`src/rtl/pwr_mode_pkg.sv`:
```
package pwr_mode_pkg;

    typedef enum logic [1:0] {
        PM_RUN     = 2'd0,
        PM_IDLE    = 2'd1,
        PM_HALT    = 2'd2,
        PM_RECOVER = 2'd3
    } pm_state_e;

    localparam int FLAG_EXT = 0;
    localparam int FLAG_TMR = 1;
    localparam int FLAG_W   = 2;

endpackage

```
`src/rtl/pms_regif.sv`:
```
module pms_regif
    import pwr_mode_pkg::*;
#(
    parameter int          DW        = 8,
    parameter int          AW        = 8,
    parameter logic [7:0]  ADDR_MODE = 8'hB7,
    parameter logic [7:0]  ADDR_ACK  = 8'hB8
) (
    input  logic              wr_en,
    input  logic [AW-1:0]     wr_addr,
    input  logic [DW-1:0]     wr_data,
    input  logic [AW-1:0]     rd_addr,
    input  logic [FLAG_W-1:0] flags,
    output logic              req_halt,
    output logic              req_idle,
    output logic              ack_clr,
    output logic [DW-1:0]     rd_data
);

    logic mode_hit;

    always_comb begin
        mode_hit = wr_en && (wr_addr == AW'(ADDR_MODE));
        req_halt = mode_hit && wr_data[0];
        req_idle = mode_hit && wr_data[1] && !wr_data[0];
        ack_clr  = wr_en && (wr_addr == AW'(ADDR_ACK)) && (wr_data == '0);
        rd_data  = '0;
        if (rd_addr == AW'(ADDR_ACK))
            rd_data[FLAG_W-1:0] = flags;
    end

endmodule

```
`src/rtl/pms_wake_log.sv`:
```
module pms_wake_log
    import pwr_mode_pkg::*;
(
    input  logic              clk,
    input  logic              rst_n,
    input  logic              set_ext,
    input  logic              set_tmr,
    input  logic              clr,
    output logic [FLAG_W-1:0] flags
);

    logic [FLAG_W-1:0] set_vec;

    always_comb begin
        set_vec           = '0;
        set_vec[FLAG_EXT] = set_ext;
        set_vec[FLAG_TMR] = set_tmr;
    end

    always_ff @(posedge clk or negedge rst_n) begin
        if (!rst_n)
            flags <= '0;
        else
            flags <= (clr ? '0 : flags) | set_vec;
    end

endmodule

```
`src/rtl/pms_recover_timer.sv`:
```
module pms_recover_timer #(
    parameter int REC_CYCLES = 16,
    localparam int CNT_W     = $clog2(REC_CYCLES + 1)
) (
    input  logic clk,
    input  logic rst_n,
    input  logic active,
    output logic done
);

    logic [CNT_W-1:0] cnt;

    always_ff @(posedge clk or negedge rst_n) begin
        if (!rst_n)
            cnt <= '0;
        else if (!active || done)
            cnt <= '0;
        else
            cnt <= cnt + 1'b1;
    end

    assign done = active && (cnt == CNT_W'(REC_CYCLES - 1));

endmodule

```
`src/rtl/pms_fsm.sv`:
```
module pms_fsm
    import pwr_mode_pkg::*;
(
    input  logic      clk,
    input  logic      rst_n,
    input  logic      req_halt,
    input  logic      req_idle,
    input  logic      pending,
    input  logic      wake_evt,
    input  logic      tmr_ovf,
    input  logic      rec_done,
    output pm_state_e state,
    output logic      osc_en,
    output logic      cmp_en,
    output logic      bod_en,
    output logic      cpu_run,
    output logic      set_ext,
    output logic      set_tmr
);

    pm_state_e nxt;

    always_ff @(posedge clk or negedge rst_n) begin
        if (!rst_n)
            state <= PM_RUN;
        else
            state <= nxt;
    end

    always_comb begin
        nxt     = state;
        set_ext = 1'b0;
        set_tmr = 1'b0;
        unique case (state)
            PM_RUN: begin
                if (!pending && req_halt)
                    nxt = PM_HALT;
                else if (!pending && req_idle)
                    nxt = PM_IDLE;
            end
            PM_HALT: begin
                if (wake_evt) begin
                    nxt     = PM_RECOVER;
                    set_ext = 1'b1;
                end
            end
            PM_RECOVER: begin
                if (rec_done)
                    nxt = PM_RUN;
            end
            PM_IDLE: begin
                if (wake_evt || tmr_ovf) begin
                    nxt     = PM_RUN;
                    set_ext = wake_evt;
                    set_tmr = tmr_ovf;
                end
            end
        endcase
    end

    always_comb begin
        osc_en  = 1'b1;
        cmp_en  = 1'b1;
        bod_en  = 1'b1;
        cpu_run = 1'b0;
        unique case (state)
            PM_RUN:     cpu_run = 1'b1;
            PM_IDLE:    ;
            PM_RECOVER: ;
            PM_HALT: begin
                osc_en = 1'b0;
                cmp_en = 1'b0;
                bod_en = 1'b0;
            end
        endcase
    end

endmodule

```
`src/rtl/pwr_mode_seq.sv`:
```
module pwr_mode_seq
    import pwr_mode_pkg::*;
#(
    parameter logic [7:0] ADDR_MODE  = 8'hB7,
    parameter logic [7:0] ADDR_ACK   = 8'hB8,
    parameter int         REC_CYCLES = 16
) (
    input  logic       clk,
    input  logic       rst_n,
    input  logic       wr_en,
    input  logic [7:0] wr_addr,
    input  logic [7:0] wr_data,
    input  logic [7:0] rd_addr,
    output logic [7:0] rd_data,
    input  logic       wake_evt,
    input  logic       tmr_ovf,
    output logic       osc_en,
    output logic       cmp_en,
    output logic       bod_en,
    output logic       cpu_run,
    output logic [1:0] mode_state
);

    logic              req_halt, req_idle, ack_clr;
    logic              set_ext, set_tmr, rec_done;
    logic [FLAG_W-1:0] ack_q;
    pm_state_e         st;

    pms_regif #(
        .DW(8), .AW(8), .ADDR_MODE(ADDR_MODE), .ADDR_ACK(ADDR_ACK)
    ) u_regif (
        .wr_en(wr_en), .wr_addr(wr_addr), .wr_data(wr_data),
        .rd_addr(rd_addr), .flags(ack_q),
        .req_halt(req_halt), .req_idle(req_idle),
        .ack_clr(ack_clr), .rd_data(rd_data)
    );

    pms_wake_log u_log (
        .clk(clk), .rst_n(rst_n), .set_ext(set_ext), .set_tmr(set_tmr),
        .clr(ack_clr), .flags(ack_q)
    );

    pms_recover_timer #(.REC_CYCLES(REC_CYCLES)) u_timer (
        .clk(clk), .rst_n(rst_n), .active(st == PM_RECOVER), .done(rec_done)
    );

    pms_fsm u_fsm (
        .clk(clk), .rst_n(rst_n), .req_halt(req_halt), .req_idle(req_idle),
        .pending(|ack_q), .wake_evt(wake_evt), .tmr_ovf(tmr_ovf),
        .rec_done(rec_done), .state(st), .osc_en(osc_en), .cmp_en(cmp_en),
        .bod_en(bod_en), .cpu_run(cpu_run), .set_ext(set_ext), .set_tmr(set_tmr)
    );

    assign mode_state = st;

endmodule

```
`config.mk`:
```
export PLATFORM = sky130hd
export DESIGN_NAME = pwr_mode_seq
export DESIGN_NICKNAME = d
export VERILOG_FILES = /design/src/rtl/pwr_mode_pkg.sv /design/src/rtl/pms_regif.sv /design/src/rtl/pms_wake_log.sv /design/src/rtl/pms_recover_timer.sv /design/src/rtl/pms_fsm.sv /design/src/rtl/pwr_mode_seq.sv
export SDC_FILE = /design/constraint.sdc
export NUM_CORES = 1
export LEC_CHECK = 0
export BUFFER_PORTS_ARGS = -buffer_cell sky130_fd_sc_hd__buf_4
export CAP_MARGIN = 20
export CORE_MARGIN = 4
export CORE_UTILIZATION = 42
export DETAILED_ROUTE_END_ITERATION = 12
export PLACE_DENSITY = 0.77
export RECOVER_POWER = 100
export SETUP_SLACK_MARGIN = 0.4
export SLEW_MARGIN = 5
export SYNTH_ARGS = -nofsm -noshare
export SYNTH_HDL_FRONTEND = slang
export SYNTH_SLANG_ARGS = --single-unit
```
`constraint.sdc`:
```
create_clock -name clk -period 1.86 [get_ports clk]
set_input_delay 0.372 -clock clk [delete_from_list [all_inputs] [get_ports clk]]
set_output_delay 0.372 -clock clk [all_outputs]
set_load 0.02 [all_outputs]
```
==> results.toml <==
[run_status]
status = "finished, final reports clean"

[die]
rows = 14
die_h_um = 50.0
dieArea_um2 = 2500
start_util_pct = 46.5
die_w_um = 50.0
core_um2 = 1590
ioPinCount = 43

[placed_design]
gp_congestion = 0.889
port_buffers = 36
place_area_um2 = 1020
place_hpwl_um = 1450

[setup_path]
critPathSlowestCell = "dfrtp_1"
critPathBufInv = 0
cp-start-kind = "register"
crit_start = "u_timer.cnt[1]"
r2r_start = "u_timer.cnt[1]"
cp_slowest_stage_delay_ps = 390
cp.arrival_ps = 1830
critPathMaxFanout = 3
cp_top_family = "simple AND/OR/NAND/NOR gates"
end_kind = "register"
cp_cell_sequence = "ha_1 -> and3_4 -> ha_4 -> nor2b_4 -> nor3_4 -> a221oi_2 -> a41oi_1"
criticalPathCategory = "register to register"
required_ps = 2000

[logic_synthesis]
synthMuxAreaShare_pct = 0
synth-simple-area-share_pct = 35.9
mappedNetlistArea_um2 = 742
yosysUniqueCellTypes = 34
syn_inst = 76
yosysSeqAreaShare_pct = 30.4
synth_adder_area_share_pct = 11.8
synth_compound_area_share_pct = 8.43
synth_area_per_cell_um2 = 9.76
synth_top_family_by_area = "simple AND/OR/NAND/NOR gates"
synth-seq-cells = 9
synth_xor_area_share_pct = 2.36
ys_warn_count = 0

[sta]
period_needed_ps = 1700
finalSetupViolations = 0
hold_ws_ps = 376
finalHoldViolCount = 0
rsz0062_at_grt = "true"
period_share_pct = 91.1
fin_setup_tns_ps = 0
fin_worst_skew_ps = 8.33
timing.fmax_mhz = 590
final_max_slew_viol_count = 0

[route]
first_pass_iters = 2
drcViolationCount = 0
vias = 713
ant_nets = 0
drt_first_iter_violations = 6
viasPerCell = 4.88
routedWlPerCell_um = 13.7
wl_um = 2000

[grt]
track_usage_pct = 17.1
grt_pass1_wl_um = 3220
grt_pass1_vias = 741
gr-total-overflow = 0
grt_use_met2_pct = 31.1
use_met3_pct = 4.22
busiest_layer = "met2"
antenna_found_initial = 0
met1_usage_pct = 18.5
grt_max_degree = 10

[min_path]
hp-class = "input port to register"
min_from = "tmr_ovf"

[power]
p_leak_nw = 0.561
power_density_nw_per_um2 = 1100
peakVddDrop_v = 0.000601

[clock_tree]
clkSinkCount = 9
cts_root_buffer = "clkbuf_4"
clockBufferDepth = 2
worst_skew_pair.late_latency_ps = 270
cts_tree = "yes"
clk_pin_slew_ps = 70
cts_buffers = 3
cts.htree.levels = 1

[flow_run]
maxCapViolations = 0

[final_layout]
nets = 159
stdcell_area_um2 = 1200
multi_input_area_um2 = 547
area_delta_synth_final_pct = 62.2
seq_area_um2 = 225
antenna_cells = 0
mostFrequentLayoutCells = "33 x buf_4, 9 x dfrtp_1, 8 x nor2_1"
nFillCells = 112
layout-drive-gt1-share_pct = 51.6
final_common_cell = "buf_4"
final_util_pct = 75.5
==> state kept, by name (all words and copies together), names as in the netlist <==
register,flops
u_timer.cnt,5
u_log.flags,2
u_fsm.state,2
==> power by group <==
group          leakage [nW]  switching (W)  internal [W]
combinational         0.435       0.000444      0.000445
sequential            0.111      0.0000514      0.000235
clock                0.0150      0.0000722     0.0000828
==> metrics by stage <==
| step | instances | total power [W] | setup WS, ps |
|---|---|---|---|
| after floorplan | 81 | 0.000726 | 300 |
| after global placement | 133 | 0.000895 | 268 |
| after detailed placement | 133 | 0.000917 | 208 |
| after CTS | 144 | 0.00132 | 228 |
| after global routing | 146 | 0.00142 | 97.1 |
| final | 146 | 0.00133 | 165 |
==> metal layers <==
layer | part of all wire, % | wire length (µm) | vias to the layer above
li1 | - | - | 349
met1 | 38 | 768 | 336
met2 | 54 | 1080 | 24
met3 | 5.6 | 112 | 4
met4 | 1.9 | 39 | 0
met5 | 0 | 0 | -
==> path summary, 6_finish.rpt <==
kind,cells after the start,slack (ps),to
max,7,160,u_fsm.state[1]
min,2,380,u_log.flags[1]
max reg2reg,7,160,u_fsm.state[1]
min reg2reg,1,520,u_log.flags[0]
max in group asynchronous,2,950,u_timer.cnt[2]
min in group asynchronous,2,580,u_fsm.state[1]
==> Yosys cell counts <==
| library cell | count | area (µm²) |
|---|---|---|
| nor4_4 | 1 | 21.3 |
| nand3b_1 | 1 | 7.51 |
| nor2b_2 | 1 | 8.76 |
| o2bb2ai_1 | 1 | 8.76 |
| nor3b_2 | 1 | 12.5 |
| ha_1 | 7 | 87.6 |
| dfrtp_1 | 9 | 225 |
| nand3_1 | 1 | 5.00 |
| buf_4 | 8 | 60.1 |
| or2_2 | 1 | 6.26 |
| nand2_1 | 3 | 11.3 |
| nor4b_1 | 1 | 8.76 |
| a41o_1 | 1 | 10.0 |
| nor3_2 | 1 | 10.0 |
| nor3_1 | 1 | 5.00 |
| and2_2 | 1 | 7.51 |
| nor2_1 | 8 | 30.0 |
| nor4_1 | 3 | 18.8 |
| nand4_1 | 1 | 6.26 |
| conb_1 | 1 | 3.75 |
| nor2b_1 | 1 | 6.26 |
| xor2_1 | 1 | 8.76 |
| a22o_2 | 1 | 10.0 |
| a21o_1 | 1 | 7.51 |
| nand4bb_4 | 1 | 27.5 |
| nor4_2 | 1 | 12.5 |
| a41oi_1 | 1 | 8.76 |
| inv_1 | 5 | 18.8 |
| xnor2_1 | 1 | 8.76 |
| and3_1 | 1 | 6.26 |
| nand4b_1 | 2 | 17.5 |
| and2_1 | 2 | 12.5 |
| nand2b_1 | 4 | 25.0 |
| a221oi_1 | 2 | 17.5 |
==> layout make-up <==
class | count | area share (%)
clock buffers | 4 | 2.18
inverters | 5 | 2.18
multi-input cells | 59 | 45.4
flip-flops and latches | 9 | 18.7
well taps | 24 | 2.49
repair buffers | 45 | 29.0
==> repair_timing <==
item / CTS / global route
gates resized for setup: 20 / 4
setup buffers: 6 / 2
pin swaps: 8 / 8
hold buffers: 1 / 0
endpoints found under the setup margin: 8 / 8
hold endpoints to repair: 9 / 0
==> logic make-up after synthesis <==
logic type                 count (synthesis)
DFF                                        9
xor gates and xnor gates                   2
other                                      1
buffers and inverters                     13
AOI/OAI and AO/OA                          7
adders and majority gates                  7
and+or+nand+nor                           37
No activity file was read; power rests on OpenSTA's default activity.
